===== config.mk =====
export PLATFORM = sky130hd
export DESIGN_NAME = shared_port_ctrl
export DESIGN_NICKNAME = d
export VERILOG_FILES = /design/src/rtl/gpio_share_pkg.sv /design/src/rtl/port_regs.sv /design/src/rtl/pad_sync.sv /design/src/rtl/pin_cell.sv /design/src/rtl/shared_port_ctrl.sv
export SDC_FILE = /design/constraint.sdc
export NUM_CORES = 1
export LEC_CHECK = 0
export ABC_AREA = 1
export BUFFER_PORTS_ARGS = -buffer_cell sky130_fd_sc_hd__buf_2
export CORE_MARGIN = 2
export CORE_UTILIZATION = 45
export CTS_BUF_LIST = sky130_fd_sc_hd__clkbuf_8
export CTS_CLUSTER_DIAMETER = 120
export DETAILED_ROUTE_END_ITERATION = 8
export GPL_TIMING_DRIVEN = 0
export PLACE_DENSITY = 0.8
export RECOVER_POWER = 50
export SYNTH_ARGS = -nofsm -noshare
export SYNTH_HDL_FRONTEND = slang
export SYNTH_SLANG_ARGS = --single-unit

===== constraint.sdc =====
create_clock -name clk -period 1 [get_ports clk]
set_input_delay 0.05 -clock clk [delete_from_list [all_inputs] [get_ports clk]]
set_output_delay 0.05 -clock clk [all_outputs]
set_load 0.05 [all_outputs]

===== src/rtl/gpio_share_pkg.sv =====
package gpio_share_pkg;

    localparam int PINS    = 8;
    localparam int ADDR_W  = 3;
    localparam int MODE_W  = 2 * PINS;
    localparam int PER_BYTE = 4;

    typedef enum logic [1:0] {
        PM_CPU  = 2'b00,
        PM_LIN  = 2'b01,
        PM_LOUT = 2'b10,
        PM_RSVD = 2'b11
    } pin_mode_e;

    localparam logic [ADDR_W-1:0] OFS_DIN     = 3'd0;
    localparam logic [ADDR_W-1:0] OFS_DOUT    = 3'd1;
    localparam logic [ADDR_W-1:0] OFS_DIR     = 3'd2;
    localparam logic [ADDR_W-1:0] OFS_MODE_LO = 3'd3;
    localparam logic [ADDR_W-1:0] OFS_MODE_HI = 3'd4;

    typedef struct packed {
        logic oe;
        logic val;
    } pad_drv_t;

    function automatic pin_mode_e mode_of(input logic [MODE_W-1:0] m, input int idx);
        return pin_mode_e'(m[2*idx +: 2]);
    endfunction

endpackage


===== src/rtl/port_regs.sv =====
module port_regs
    import gpio_share_pkg::*;
#(
    parameter logic [MODE_W-1:0] RST_MODE = '0
) (
    input  logic              clk,
    input  logic              rst,
    input  logic              bus_wr,
    input  logic [ADDR_W-1:0] bus_addr,
    input  logic [PINS-1:0]   bus_wdata,
    input  logic [PINS-1:0]   din_sync,
    output logic [PINS-1:0]   bus_rdata,
    output logic [PINS-1:0]   dout_q,
    output logic [PINS-1:0]   dir_q,
    output logic [MODE_W-1:0] mode_q
);

    localparam int HALF = MODE_W / 2;

    always_ff @(posedge clk) begin
        if (rst) begin
            dout_q <= '0;
            dir_q  <= '0;
            mode_q <= RST_MODE;
        end else if (bus_wr) begin
            case (bus_addr)
                OFS_DOUT:    dout_q <= bus_wdata;
                OFS_DIR:     dir_q  <= bus_wdata;
                OFS_MODE_LO: mode_q[HALF-1:0]      <= bus_wdata;
                OFS_MODE_HI: mode_q[MODE_W-1:HALF] <= bus_wdata;
                default: ;
            endcase
        end
    end

    always_comb begin
        case (bus_addr)
            OFS_DIN:     bus_rdata = din_sync;
            OFS_DOUT:    bus_rdata = dout_q;
            OFS_DIR:     bus_rdata = dir_q;
            OFS_MODE_LO: bus_rdata = mode_q[HALF-1:0];
            OFS_MODE_HI: bus_rdata = mode_q[MODE_W-1:HALF];
            default:     bus_rdata = '0;
        endcase
    end

    AST_RO_DIN_WRITE: assert property (@(posedge clk) disable iff (rst)
        (bus_wr && bus_addr == OFS_DIN) |=> ($stable(dout_q) && $stable(dir_q) && $stable(mode_q)));

endmodule


===== src/rtl/pad_sync.sv =====
module pad_sync
    import gpio_share_pkg::*;
(
    input  logic            clk,
    input  logic            rst,
    input  logic [PINS-1:0] pad_in,
    output logic [PINS-1:0] pad_sync_q
);

    logic [PINS-1:0] stage1_q;

    always_ff @(posedge clk) begin
        if (rst) begin
            stage1_q   <= '0;
            pad_sync_q <= '0;
        end else begin
            stage1_q   <= pad_in;
            pad_sync_q <= stage1_q;
        end
    end

    logic [1:0] warm_q;
    always_ff @(posedge clk) begin
        if (rst) warm_q <= '0;
        else if (warm_q != 2'd3) warm_q <= warm_q + 2'd1;
    end

    AST_SYNC_TWO_CYCLES: assert property (@(posedge clk) disable iff (rst)
        (warm_q >= 2'd2) |-> (pad_sync_q == $past(pad_in, 2)));

endmodule


===== src/rtl/pin_cell.sv =====
module pin_cell
    import gpio_share_pkg::*;
(
    input  logic       clk,
    input  logic       rst,
    input  logic [1:0] mode_code,
    input  logic       dir_bit,
    input  logic       dout_bit,
    input  logic       lgc_val,
    input  logic       lgc_en,
    output pad_drv_t   drv
);

    pin_mode_e mode;
    assign mode = pin_mode_e'(mode_code);

    always_comb begin
        case (mode)
            PM_LOUT: begin
                drv.oe  = dir_bit | lgc_en;
                drv.val = lgc_val;
            end
            PM_LIN: begin
                drv.oe  = dir_bit;
                drv.val = dout_bit;
            end
            default: begin
                drv.oe  = dir_bit;
                drv.val = dout_bit;
            end
        endcase
    end

    AST_LOUT_ARRAY_ENABLE: assert property (@(posedge clk) disable iff (rst)
        (mode == PM_LOUT && lgc_en) |-> (drv.oe && drv.val == lgc_val));

    AST_CPU_NO_ARRAY_DRIVE: assert property (@(posedge clk) disable iff (rst)
        ((mode == PM_CPU || mode == PM_RSVD) && !dir_bit) |-> !drv.oe);

    AST_LIN_REG_DRIVE: assert property (@(posedge clk) disable iff (rst)
        (mode == PM_LIN) |-> (drv.oe == dir_bit && (!drv.oe || drv.val == dout_bit)));

endmodule


===== src/rtl/shared_port_ctrl.sv =====
module shared_port_ctrl
    import gpio_share_pkg::*;
#(
    parameter logic [MODE_W-1:0] RST_MODE = '0
) (
    input  logic              clk,
    input  logic              rst,
    input  logic              bus_wr,
    input  logic [ADDR_W-1:0] bus_addr,
    input  logic [PINS-1:0]   bus_wdata,
    output logic [PINS-1:0]   bus_rdata,
    input  logic [PINS-1:0]   pin_in,
    output logic [PINS-1:0]   pin_out,
    output logic [PINS-1:0]   pin_oe,
    input  logic [PINS-1:0]   lgc_out,
    input  logic [PINS-1:0]   lgc_oe,
    output logic [PINS-1:0]   lgc_in_bus
);

    logic [PINS-1:0]   din_sync;
    logic [PINS-1:0]   dout_q;
    logic [PINS-1:0]   dir_q;
    logic [MODE_W-1:0] mode_q;

    pad_sync u_sync (
        .clk        (clk),
        .rst        (rst),
        .pad_in     (pin_in),
        .pad_sync_q (din_sync)
    );

    port_regs #(.RST_MODE(RST_MODE)) u_regs (
        .clk       (clk),
        .rst       (rst),
        .bus_wr    (bus_wr),
        .bus_addr  (bus_addr),
        .bus_wdata (bus_wdata),
        .din_sync  (din_sync),
        .bus_rdata (bus_rdata),
        .dout_q    (dout_q),
        .dir_q     (dir_q),
        .mode_q    (mode_q)
    );

    generate
        for (genvar i = 0; i < PINS; i++) begin : g_pin
            pad_drv_t drv;
            pin_cell u_cell (
                .clk       (clk),
                .rst       (rst),
                .mode_code (mode_q[2*i +: 2]),
                .dir_bit   (dir_q[i]),
                .dout_bit  (dout_q[i]),
                .lgc_val   (lgc_out[i]),
                .lgc_en    (lgc_oe[i]),
                .drv       (drv)
            );
            assign pin_oe[i]  = drv.oe;
            assign pin_out[i] = drv.val;
        end
    endgenerate

    assign lgc_in_bus = pin_in;

endmodule


* After elaboration in Yosys (flattened, before gate mapping) *
Index checks and enable logic that the tools add are counted.
W data, S select, Z words.

word-level totals
  bits in registers = 48
  bits of input ports = 38
  output and inout port bits = 32
  word-level logic and storage cells = 40

operators by class
  equality and inequality tests = 12
  muxes and demuxes = 9
  bitwise gates (word level) = 8
  reduce and logical (&&, ||, !) cells = 5

operators by type and width
  operator              count
  $pmux W8 S5           1
  $eq A2 B2 Y1 const B  8
  $mux W2               8
  $or A1 B1 Y1          8
  $reduce_and A2 Y1     4
  $eq A3 B2 Y1 const B  2
  $eq A3 B1 Y1 const B  1
  $eq A3 B3 Y1 const B  1
  $logic_not A3 Y1      1

* Logic depth before layout (Yosys ltp) *
  depth after elaboration = 2
  depth in mapped cells = 7
  depth with buffers taken out = 5

* By module *
A second synthesis with hierarchy kept.

unflattened totals
  cell total of the unflattened synthesis = 413
  area total of the unflattened synthesis = 2571.2 sq um

by module, submodules not included
  module            instances  cells an instance  area an instance (sq um)  seq. area each (sq um)
  port_regs         1          291                1776.7                    640.6
  pad_sync          1          50                 474.2                     320.3
  pin_cell          8          8                  32.5                      0.0
  shared_port_ctrl  1          8                  60.1                      0.0

* Worst setup path before layout *
No wires, ideal clock.

  path kind = reg-to-output
  start = reg u_regs.mode_q[8]
  end = out pin_out[4]
  data arrival time = 1.222 ns
  required time = 0.950 ns
  slack = -0.272 ns
  cell stages (with the launch flop) = 5
  path buffers = 0
  cell sequence = dfxtp_1 -> inv_1 -> nand2_1 -> nor2_1 -> a21oi_1

on the way
  longest elaborated chain between the ends = 2

ends and longest elaborated chain
  what                             RTL line                text
  start, declared                  port_regs.sv:15         output logic [MODE_W-1:0] mode_q
  start signal, assigned by index  port_regs.sv:29         OFS_MODE_LO: mode_q[HALF-1:0] <= bus_wdata;
  start signal, assigned by index  port_regs.sv:30         OFS_MODE_HI: mode_q[MODE_W-1:HALF] <= bus_wdata;
  $eq A2 B2 Y1                     pin_cell.sv:18          case (mode)
  $mux W2                          pin_cell.sv:18
  end, declared                    shared_port_ctrl.sv:13  output logic [PINS-1:0] pin_out,

Every way passes these cells.

* Final worst setup path *
  start = reg u_regs.mode_q[6]
  end = out bus_rdata[6]

on the way
  longest elaborated chain between the ends = 1

ends and longest elaborated chain
  what           RTL line                text
  $pmux W8 S5    port_regs.sv:37         case (bus_addr)
  end, declared  shared_port_ctrl.sv:11  output logic [PINS-1:0] bus_rdata,

Every way passes these cells.

==> results.md <==
* Outcome: finished with violations
* Failing checks: setup timing
* Slew margin rel. at 60.7%
* Routed wire per std cell at 14.4 microns
* Fin. Hold Viols at 0
* Syn-to-layout area delta at 46.0%
* GRT Total Usage at 25.7%
* Vias per std cell at 5.32
* CP Capture Type: primary output
* Tmin final at 1240 ps
* Storage element area at 998 sq um
* Setup violators final at 24
* First-pass iteration count of the detailed router at 7
* HPWL after DPL at 5090 microns
* Most frequent cells in the layout: 72 x nor2_1, 71 x nand2_1, 39 x inv_1
* WP buf/inv at 1
* CP required at 950 ps
* # DRC at 0
* Fin. max-slew vios at 0
* Period Utilization, post-route at 124%
* Worst Path Max Fanout at 2
* Pwr/cell area at 1310 nW/um^2
* Post-Route WL at 7740 microns
* Routed vias at 2866
* I/O Pins at 70
* Cell variety after synth at 21
* Largest net degree at the start of global routing at 17
* Total grt overflow at 0
* Worst path depth at 5
* I/O Buffers at 67
* Yosys reg bits at 48
* Synthesized instance count at 378
* Reg clk slew, reported paths at 100 ps
* Non-filler cells, final at 539
* Post-synth EDFFs at 0
* Max-cap violations at 0
* Critical Path Start Type: flop
* Die height at 77.9 microns
* Worst setup path class: reg -> out
* Total CTS buffers at 5
* Initial antenna violation count at 0
* Antenna cell count at 0
* Tot Pwr at 4.71 mW
* Die ar. at 6070 sq um
* Placed cell count at 515
* Starting Density at 47.5%
* RSZ-0062 raised after global routing: yes
* Multi-input logic area at 1350 sq um
* Worst stage delay on the critical path at 350 ps
* Fill cells at 410
* Clk Latency, worst-skew pair at 310 ps
* Max VDD drop at 0.933 mV
* R2r worst-path depth at 6
* CTS tree: done
* Critical path cell sequence: nand4_1, nand2_1, nor2_2, nand2_2, buf_8
* Antenna-violating nets left at 0
* Slowest-stage cell, CP: dfxtp_2
* Leak at 1.77 nW
* Design area at 3590 sq um
* Asr flop ratio synth at 0%
* Site row count at 26
* Min-delay worst type: in -> reg
* Max Clk Rate at 808 MHz
* Vias in the first global route at 2704
* Worst-margin pin slew at 592 ps
* First-pass GRT wire length at 12300 microns
* Clk_skew at 0.717 ps
* Crit. Startpoint: u_regs.mode_q[6]
* Commonest non-fill, non-tap cell in the layout: nor2_1
* Final worst slack at -238 ps
* Die width at 77.9 microns
* Reg2Reg Launch Point: u_regs.mode_q[0]
* H-tree depth at 2
* DRT iter0 DRCs at 383
* Top FF cell, synth: dfxtp_1
* Worst-case clock buffer depth at 2
* Synthesized area at 2460 sq um
* Core Area at 5170 sq um
* CTS Sinks at 48
* Area post-placement at 2940 sq um
* CTS root buf: clkbuf_8
* Hold_sp: bus_wdata[0]
* Worst setup path endpoint: bus_rdata[6]
* Mean Syn Cell Area at 6.50 sq um
* Synth warn at 0
* FF-to-FF End: u_regs.mode_q[0]
* Worst R2R Setup Slack at 100 ps
* Worst EP arrival at 1190 ps
* Cell family with the largest share of critical-path delay: simple AND/OR/NAND/NOR gates
* Min Hold Slack at 29.7 ps
* Share of layout cells above drive strength 1 at 42.4%
* Sequential area share after synthesis at 39.1%
* Final nets at 506
* Synthesized Nets at 416
* GPL Wtd Cong at 0.951
==> per-stage QoR <==
stage / setup TNS (ps) / setup slack, ps / utilization [%]
2_1_floorplan: 0 / 11.9 / -
3_3_place_gp: -4220 / -469 / 56.8
3_5_place_dp: -5360 / -523 / 56.8
4_1_cts: -3500 / -187 / 67.0
5_1_grt: -5060 / -276 / 69.3
6_report: -4070 / -238 / 69.3
==> Yosys cell counts, types with 2 or more instances <==
library cell  instances  area (sq um)
dfxtp_1              48           961
buf_4                10          75.1
nand4_1              20           125
buf_6                 2          22.5
nand2_1              92           345
buf_1                 3          11.3
nand3_1              25           125
clkbuf_1              4          15.0
nor2_4                3          33.8
a31o_2                7          61.3
a21oi_1              12          60.1
inv_1                47           176
inv_2                 3          11.3
nand3_4               2          35.0
nor2_1               89           334
buf_2                 6          30.0
==> where the power goes <==
part,internal [mW],switching (mW)
Combinational,0.352,0.624
Clock,1.01,0.698
Sequential,1.98,0.0496
Total,3.34,1.37
==> cell families (layout without fill, tap and decap cells) <==
group                  count (synthesis)  after routing  synth area share [%]
AOI/OAI and AO/OA                     20             20                  5.15
buffers and inverters                 77            168                  14.3
DFF                                   48             48                  39.1
and+or+nand+nor                      233            233                  41.4
==> worst min-delay path, cell delays in order <==
cell    delay, ps
buf_2         130
nor2_1         50
nor2_1         80
==> sequential cells by signal, summed over array words and instances, names as in the netlist <==
signal and count:
u_regs.dir_q 8, u_regs.dout_q 8, u_regs.mode_q 16, u_sync.pad_sync_q 8, u_sync.stage1_q 8
==> worst min-delay path by stage <==
stage	cells past startpoint	slack, ps	end
after CTS	3	20	u_regs.dout_q[7]
after floorplan	2	160	u_sync.stage1_q[0]
final	3	30	u_regs.mode_q[8]
after global routing	3	40	u_regs.mode_q[5]
after global placement	3	270	u_sync.stage1_q[6]
after detailed placement	3	280	u_sync.stage1_q[0]
==> what timing repair did <==
action	CTS	global route
pin swaps	19	17
resized for setup	118	27
gates cloned	0	0
endpoints found under the hold margin	8	0
setup buffers	1	7
hold buffers	8	0
endpoints found under the setup margin	24	24
==> final cells by class <==
class,instances,share of cell area (%)
Buffer,25,4.57
Clock buffer,5,1.92
Clock inverter,3,1.92
Inverter,52,5.69
Multi-Input combinational cell,253,37.5
Sequential cell,48,27.8
Tap cell,70,2.44
Timing Repair Buffer,83,18.1
==> per-layer routing <==
layer	track usage [%]	part of all wire (%)	wire [microns]
met1	30.8	39	2980
met2	44.4	50	3900
met3	5.58	8.5	659
met4	10.2	2.5	197
met5	0	0	0
Note: power is estimated with default switching activity, not from simulation.
